===== src/rtl/pwr_wake_pkg.sv =====
package pwr_wake_pkg;
  typedef enum logic {
    LP_SLEEP = 1'b0,
    LP_IDLE  = 1'b1
  } lp_mode_e;

  typedef enum logic [1:0] {
    ACT_NONE  = 2'd0,
    ACT_WAKE  = 2'd1,
    ACT_RESET = 2'd2
  } wake_act_e;
endpackage


===== src/rtl/wk_pin_edge.sv =====
module wk_pin_edge #(
  parameter int N_PIN       = 8,
  parameter int SYNC_STAGES = 2,
  parameter int SEL_PIN     = 0
) (
  input  logic             clk,
  input  logic             rst_n,
  input  logic [N_PIN-1:0] pin_in,
  input  logic             rise_sel,
  output logic [N_PIN-1:0] edge_hit
);
  localparam int LAST = SYNC_STAGES - 1;

  logic [N_PIN-1:0] sync_q [SYNC_STAGES];
  logic [N_PIN-1:0] prev_q;
  logic [N_PIN-1:0] cur;

  always_ff @(posedge clk or negedge rst_n) begin
    if (!rst_n) begin
      for (int s = 0; s < SYNC_STAGES; s++) sync_q[s] <= '1;
      prev_q <= '1;
    end else begin
      sync_q[0] <= pin_in;
      for (int s = 1; s < SYNC_STAGES; s++) sync_q[s] <= sync_q[s-1];
      prev_q <= sync_q[LAST];
    end
  end

  assign cur = sync_q[LAST];

  for (genvar g = 0; g < N_PIN; g++) begin : g_pin
    if (g == SEL_PIN) begin : g_sel
      assign edge_hit[g] = rise_sel ? (cur[g] & ~prev_q[g]) : (~cur[g] & prev_q[g]);
    end else begin : g_fall
      assign edge_hit[g] = ~cur[g] & prev_q[g];
    end
  end
endmodule


===== src/rtl/wk_decide.sv =====
module wk_decide
  import pwr_wake_pkg::*;
#(
  parameter int N_TMR = 3,
  parameter int N_PIN = 8
) (
  input  logic             asleep,
  input  lp_mode_e         mode,
  input  logic [N_TMR-1:0] tmr_to,
  input  logic [N_TMR-1:0] tmr_wen,
  input  logic             wdt_to,
  input  logic [N_PIN-1:0] edge_hit,
  input  logic [N_PIN-1:0] pin_wen,
  output wake_act_e        act
);
  logic tmr_any;
  logic pin_any;

  assign tmr_any = |(tmr_to & tmr_wen);
  assign pin_any = |(edge_hit & pin_wen);

  always_comb begin
    act = ACT_NONE;
    if (asleep) begin
      if (wdt_to)                                   act = ACT_RESET;
      else if (mode == LP_IDLE && (tmr_any || pin_any)) act = ACT_WAKE;
      else if (mode == LP_SLEEP && pin_any)         act = ACT_RESET;
    end
  end
endmodule


===== src/rtl/pwr_wake_ctrl.sv =====
module pwr_wake_ctrl
  import pwr_wake_pkg::*;
#(
  parameter int N_TMR       = 3,
  parameter int N_PIN       = 8,
  parameter int SYNC_STAGES = 2,
  parameter int SEL_PIN     = 0
) (
  input  logic             clk,
  input  logic             rst_n,
  input  logic             sleep_cmd,
  input  logic             idle_sel,
  input  logic             pll_en,
  input  logic [N_TMR-1:0] tmr_to,
  input  logic [N_TMR-1:0] tmr_wen,
  input  logic             wdt_to,
  input  logic [N_PIN-1:0] pin_in,
  input  logic [N_PIN-1:0] pin_wen,
  input  logic             pin0_rise,
  output logic             asleep,
  output logic             wake_pulse,
  output logic             rst_req,
  output logic             clk_sel
);
  lp_mode_e         mode_q;
  wake_act_e        act;
  logic [N_PIN-1:0] edge_hit;
  logic             asleep_q;
  logic             wake_q;
  logic             rst_q;
  logic             clk_sel_q;

  wk_pin_edge #(
    .N_PIN(N_PIN), .SYNC_STAGES(SYNC_STAGES), .SEL_PIN(SEL_PIN)
  ) u_edge (
    .clk(clk), .rst_n(rst_n), .pin_in(pin_in),
    .rise_sel(pin0_rise), .edge_hit(edge_hit)
  );

  wk_decide #(.N_TMR(N_TMR), .N_PIN(N_PIN)) u_decide (
    .asleep(asleep_q), .mode(mode_q), .tmr_to(tmr_to), .tmr_wen(tmr_wen),
    .wdt_to(wdt_to), .edge_hit(edge_hit), .pin_wen(pin_wen), .act(act)
  );

  always_ff @(posedge clk or negedge rst_n) begin
    if (!rst_n) begin
      asleep_q  <= 1'b0;
      mode_q    <= LP_SLEEP;
      wake_q    <= 1'b0;
      rst_q     <= 1'b0;
      clk_sel_q <= 1'b0;
    end else begin
      wake_q    <= (act == ACT_WAKE);
      rst_q     <= (act == ACT_RESET);
      clk_sel_q <= pll_en;
      if (act != ACT_NONE) begin
        asleep_q <= 1'b0;
      end else if (!asleep_q && sleep_cmd) begin
        asleep_q <= 1'b1;
        mode_q   <= lp_mode_e'(idle_sel);
      end
    end
  end

  assign asleep     = asleep_q;
  assign wake_pulse = wake_q;
  assign rst_req    = rst_q;
  assign clk_sel    = clk_sel_q;
endmodule


===== config.mk =====
export PLATFORM = sky130hd
export DESIGN_NAME = pwr_wake_ctrl
export DESIGN_NICKNAME = d
export VERILOG_FILES = /design/src/rtl/pwr_wake_pkg.sv /design/src/rtl/wk_pin_edge.sv /design/src/rtl/wk_decide.sv /design/src/rtl/pwr_wake_ctrl.sv
export SDC_FILE = /design/constraint.sdc
export NUM_CORES = 1
export LEC_CHECK = 0
export BUFFER_PORTS_ARGS = -buffer_cell sky130_fd_sc_hd__buf_2
export CORE_MARGIN = 2
export CORE_UTILIZATION = 50
export DETAILED_ROUTE_END_ITERATION = 8
export HOLD_SLACK_MARGIN = 0.06
export PLACE_DENSITY = 0.8
export SYNTH_ARGS = -nofsm -noshare
export SYNTH_HDL_FRONTEND = slang
export SYNTH_SLANG_ARGS = --single-unit

===== constraint.sdc =====
create_clock -name clk -period 2.6 [get_ports clk]
set_input_delay 0 -clock clk [delete_from_list [all_inputs] [get_ports clk]]
set_output_delay 0 -clock clk [all_outputs]
set_load 0.02 [all_outputs]

# ---- Yosys cells after proc, flatten, opt, wreduce, memory -nomap -nowiden
# Cells that the tools add are included.
dict set report word_totals {
  input_bits 29
  output_inout_bits 4
  regBits 29
  word_cells 49
}
dict set report op_classes {
  n_mux 7
  bitwise 22
  eq_ne 2
  n_reduce_logical 10
}
# operator n
set ops {}
lappend ops {{$not A1 Y1} 11}
lappend ops {{$and A1 B1 Y1} 9}
lappend ops {{$and A8 B8 Y8} 1}
lappend ops {{$mux W2} 4}
lappend ops {{$reduce_or A8 Y1} 1}
lappend ops {{$reduce_bool A2 Y1} 2}
lappend ops {{$and A3 B3 Y3} 1}
lappend ops {{$logic_and A1 B1 Y1} 3}
lappend ops {{$mux W1} 3}
lappend ops {{$reduce_or A3 Y1} 1}
lappend ops {{$eq A2 B1 Y1 const B} 1}
lappend ops {{$eq A2 B2 Y1 const B} 1}
lappend ops {{$reduce_and A2 Y1} 1}
lappend ops {{$logic_not A1 Y1} 1}
lappend ops {{$logic_or A1 B1 Y1} 1}

# ---- Longest topological paths before layout
dict set report logic_depth {
  ltp_word 13
  mapped_depth 4
  mapped_depth_nobuf 4
}

# ---- Modules after synthesis
# Synthesis repeated with hierarchy kept, for this count alone.
dict set report hier_totals {
  hier_cells 56
  hier_area_um2 957.2
}
# mod cells_per_inst seq_area_each_um2 area_each_um2 n_inst
set modules_own_cells {}
lappend modules_own_cells {wk_pin_edge 34 630.6 696.9 1}
lappend modules_own_cells {pwr_wake_ctrl 11 125.1 173.9 1}
lappend modules_own_cells {wk_decide 11 0.0 86.3 1}

# ---- Worst setup path before layout
# Ideal clock, no wire load.
dict set report synth_path {
  path_type {register to register}
  startpoint {register u_edge.sync_q (netlist bit u_edge.cur[5])}
  endpoint {register wake_q, in the netlist wake_pulse}
  required_time_ns 2.461
  period_less_slack_ns 1.170
  n_path_buf 0
  t_arrival_ns 1.031
  setup_time_ns 0.139
  path_slack_ns 1.430
  path_stages_with_launch 5
  path_cell_list {dfstp_2 nand3b_1 o221ai_2 nor4_2 a21oi_1}
}
dict set report synth_between {
  elab_chain_len 10
  elab_cells_between_ends 12
  cone_classes {1 x eq/ne; 4 x mux; 3 x bitwise; 4 x reduce/logical}
}
# item line_no
set synth_rtl {}
lappend synth_rtl {{start: declaration} wk_pin_edge.sv:14} ;# logic [N_PIN-1:0] sync_q [SYNC_STAGES];
lappend synth_rtl {{$not A1 Y1 (*)} wk_pin_edge.sv:35} ;# assign edge_hit[g] = ~cur[g] & prev_q[g];
lappend synth_rtl {{$and A1 B1 Y1 (*)} wk_pin_edge.sv:35}
lappend synth_rtl {{$and A8 B8 Y8 (*)} wk_decide.sv:20} ;# assign pin_any = |(edge_hit & pin_wen);
lappend synth_rtl {{$reduce_or A8 Y1 (*)} wk_decide.sv:20}
lappend synth_rtl {{$logic_and A1 B1 Y1 / $logic_or A1 B1 Y1 (equally long branches)} {wk_decide.sv:27, wk_decide.sv:26}}
lappend synth_rtl {{$mux W2 / $logic_and A1 B1 Y1 (equally long branches)} {wk_decide.sv:27, wk_decide.sv:26}}
lappend synth_rtl {{$mux W2 (*)} wk_decide.sv:26} ;# else if (mode == LP_IDLE && (tmr_any || pin_any)) act = ACT_WAKE;
lappend synth_rtl {{$mux W2 (*)} wk_decide.sv:25} ;# if (wdt_to) act = ACT_RESET;
lappend synth_rtl {{$mux W2 (*)} wk_decide.sv:24} ;# if (asleep) begin
lappend synth_rtl {{$eq A2 B1 Y1 (*)} pwr_wake_ctrl.sv:53} ;# wake_q <= (act == ACT_WAKE);
lappend synth_rtl {{end signal: assignment} pwr_wake_ctrl.sv:53}
lappend synth_rtl {{end: declaration} pwr_wake_ctrl.sv:29} ;# logic wake_q;
# Every way passes the cells marked *; elsewhere a longest branch is shown, timed or not.
# A chain may end at the register's enable or synchronous reset.

# ---- Final worst setup path
# Same ends and word-level chain as after synthesis.

==> results.sh <==
export IMPL_status="complete, no violations"
export IMPL_final_antenna_net_count=0
export IMPL_drive_gt1_frac=0.573
export IMPL_stdcell_area_um2=1300
export IMPL_wl_met3_um=101
export IMPL_relSlewSlack=0.600
export IMPL_cp_top_family="buffers and inverters"
export IMPL_p_sw_uw=184
export IMPL_fill_cells=127
export IMPL_avgSynthCellArea_um2=16.3
export IMPL_grt_pass1_vias=641
export IMPL_rows=15
export IMPL_n_antenna_cell=0
export IMPL_layout_nets=138
export IMPL_async_flop_share=1.00
export IMPL_cts_sink_count=29
export IMPL_syn_inst=57
export IMPL_synthAdderAreaFrac=0
export IMPL_die_w_um=47.1
export IMPL_hold_viol=0
export IMPL_synth_simple_area_share=0.103
export IMPL_power_density_nw_per_um2=639
export IMPL_synth_mux_area_frac=0
export IMPL_synth_edff_count=0
export IMPL_max_freq_mhz=537
export IMPL_synth_top_area_share=0.680
export IMPL_insertion_delay_ns=0.31
export IMPL_grt_max_degree=30
export IMPL_synth_xor_area_share=0
export IMPL_path_clk_slew_ns=0.08
export IMPL_hp_class="in -> reg"
export IMPL_synth_cell_types=18
export IMPL_synth_top_family_by_area="simple AND/OR/NAND/NOR gates"
export IMPL_drc=0
export IMPL_crit_path_start_kind="register"
export IMPL_root_buffer="clkbuf_4"
export IMPL_drt_iter0_markers=7
export IMPL_crit_chain="nand3b_1, o221ai_2, nor4_2, a21oi_1, dlygate4sd3_1"
export IMPL_multi_input_area_um2=168
export IMPL_die_area_um2=2210
export IMPL_cp_num_buf_inv=1
export IMPL_end_kind="register"
export IMPL_syn2layout_area_growth_pct=39.9
export IMPL_fin_tns_setup_ns=0
export IMPL_critical_path_required_ns=2.80
export IMPL_cts_tree="done"
export IMPL_drv_cap=0
export IMPL_top_layer_used="met4"
export IMPL_grtUsageTotal=0.179
export IMPL_synth_seq_area_share=0.815
export IMPL_slowest_delay_ns=0.58
export IMPL_tightest_slew_ns=0.600
export IMPL_fin_crit_ns=1.86
export IMPL_initial_core_util=0.537
export IMPL_synth_warnings=0
export IMPL_clockBufferDepth=2
export IMPL_ios=33
export IMPL_timing_final_crit_share=0.717
export IMPL_grt_pass1_wl_mm=2.48
export IMPL_io_buffers=32
export IMPL_synth_seq_cells=29
export IMPL_cp_max_fo=2
export IMPL_dpl_cell_area_um2=1120
export IMPL_p_int_uw=645
export IMPL_syn_cell_area_um2=927
export IMPL_wl_met1_um=657
export IMPL_ctsResizeCount=0
export IMPL_pwr_share_clk=0.288
export IMPL_yosys_cell_count_top_type="dfstp_2"
export IMPL_place_hpwl_mm=1.14
export IMPL_cts_htree_levels=2
export IMPL_numCtsBuffers=5
export IMPL_leakagePower_uw=0.000593
export IMPL_die_y_um=47.1
export IMPL_gp_congestion=0.634
export IMPL_syn_nets=86
export IMPL_path_class="reg -> reg"
export IMPL_rsz0062_at_grt="no"
export IMPL_seqPwrFrac=0.609
export IMPL_cp_arrival_ns=2.06
export IMPL_hold_slack_ns=0.0954
export IMPL_synth_area_top_cells="dfstp_2, dfrtp_1, nand2_1"
export IMPL_finalClockSkew_ns=0.00804
export IMPL_vias=635
export IMPL_core_um2=1730
export IMPL_synth_area_leader_cell="dfstp_2"
export IMPL_gr_total_overflow=0
export IMPL_wl_per_cell_um=12.4
export IMPL_dr_wl_met2_um=882
export IMPL_synth_compound_area_frac=0.0783
export IMPL_firstDrtPassIters=4
export IMPL_ir_drop_mv=0.426
export IMPL_crit_path_top_delay_cell="dlygate4sd3_1"
export IMPL_ys_flop_type="dfstp_2"
export IMPL_setup_viol=0
export IMPL_synthTopCellsByCount="dfstp_2, nand2_1, dfrtp_1"
export IMPL_slew_viol_final=0
export IMPL_seq_area_um2=756
export IMPL_netSwitchingFraction=0.222
export IMPL_antenna_found_initial=0
export IMPL_viasPerCell=4.70
export IMPL_totalWireLength_mm=1.67
export IMPL_combPwrFrac=0.103
==> worst register-to-register path, stage by stage, from the launching register on <==
cell and delay (ns):
dfstp_2 0.54, nand3b_1 0.12, o221ai_2 0.11, nor4_2 0.29, a21oi_1 0.11, dlygate4sd3_1 0.58
==> worst paths after layout <==
check | to | cells after the start | startpoint | slack [ns]
setup / recovery | wake_pulse | 5 | u_edge.cur[5] | 0.74
hold / removal | mode_q | 4 | sleep_cmd | 0.1
setup reg to reg | wake_pulse | 5 | u_edge.cur[5] | 0.74
hold reg to reg | u_edge.cur[0] | 0 | u_edge.sync_q[8] | 0.35
max in group asynchronous | clk_sel | 2 | rst_n | 1.98
min in group asynchronous | mode_q | 2 | rst_n | 0.22
==> metal layers <==
metal | up-vias | GRT usage
li1 | 301 | -
met1 | 303 | 0.163
met2 | 27 | 0.326
met3 | 4 | 0.0692
met4 | 0 | 0.117
met5 | - | 0
==> sequential cells by signal, indices dropped and copies added (netlist names) <==
register / cells
rst_req: 1
mode_q: 1
wake_pulse: 1
clk_sel: 1
asleep: 1
u_edge.cur: 8
u_edge.sync_q: 8
u_edge.prev_q: 8
==> power by group through the flow <==
stage | clock (uW) | sequential (uW) | combinational (uW)
after floorplan | 0 | 516 | 24.0
after global placement | 0 | 510 | 68.2
after detailed placement | 0 | 513 | 71.0
after CTS | 249 | 505 | 86.0
after global routing | 279 | 508 | 94.6
final | 239 | 505 | 85.3
==> cell families after synthesis <==
family / count (synthesis)
compound gates: 10
buf+inv: 1
flops: 29
simple gates: 17
==> per-stage QoR <==
step	util	setup WS, ns	cells	power [uW]
2_1_floorplan	-	1.43	57	540
3_3_place_gp	0.648	1.39	114	578
3_5_place_dp	0.648	1.30	114	584
4_1_cts	0.751	0.745	135	840
5_1_grt	0.751	0.639	135	882
6_report	0.751	0.736	135	830
==> layout by cell type (no fill, tap or decap), drive strengths merged <==
cell type / instances
buf: 32
nand2: 9
nand3b: 1
o22ai: 2
clkbuf: 8
dfstp: 24
a222oi: 1
nand4b: 1
inv: 1
nor2: 1
a21oi: 2
dlygate4sd3: 13
a21o: 1
nand4bb: 1
o21a: 1
nor3: 1
dfrtp: 5
nor4: 1
nor2b: 2
o21ai: 2
o221ai: 1
==> repair_timing <==
item	in CTS	in global routing
setup buffers	0	0
hold buffers	13	0
endpoints found under the hold margin	41	0
==> final cells by class <==
type                    count  share of cell area
clock buffers               8              0.0376
well taps                  25              0.0241
multi-input cells          27               0.129
repair buffers             45               0.224
flip-flops and latches     29               0.582
inverters                   1             0.00289
No activity file was read; power rests on OpenSTA's default activity.
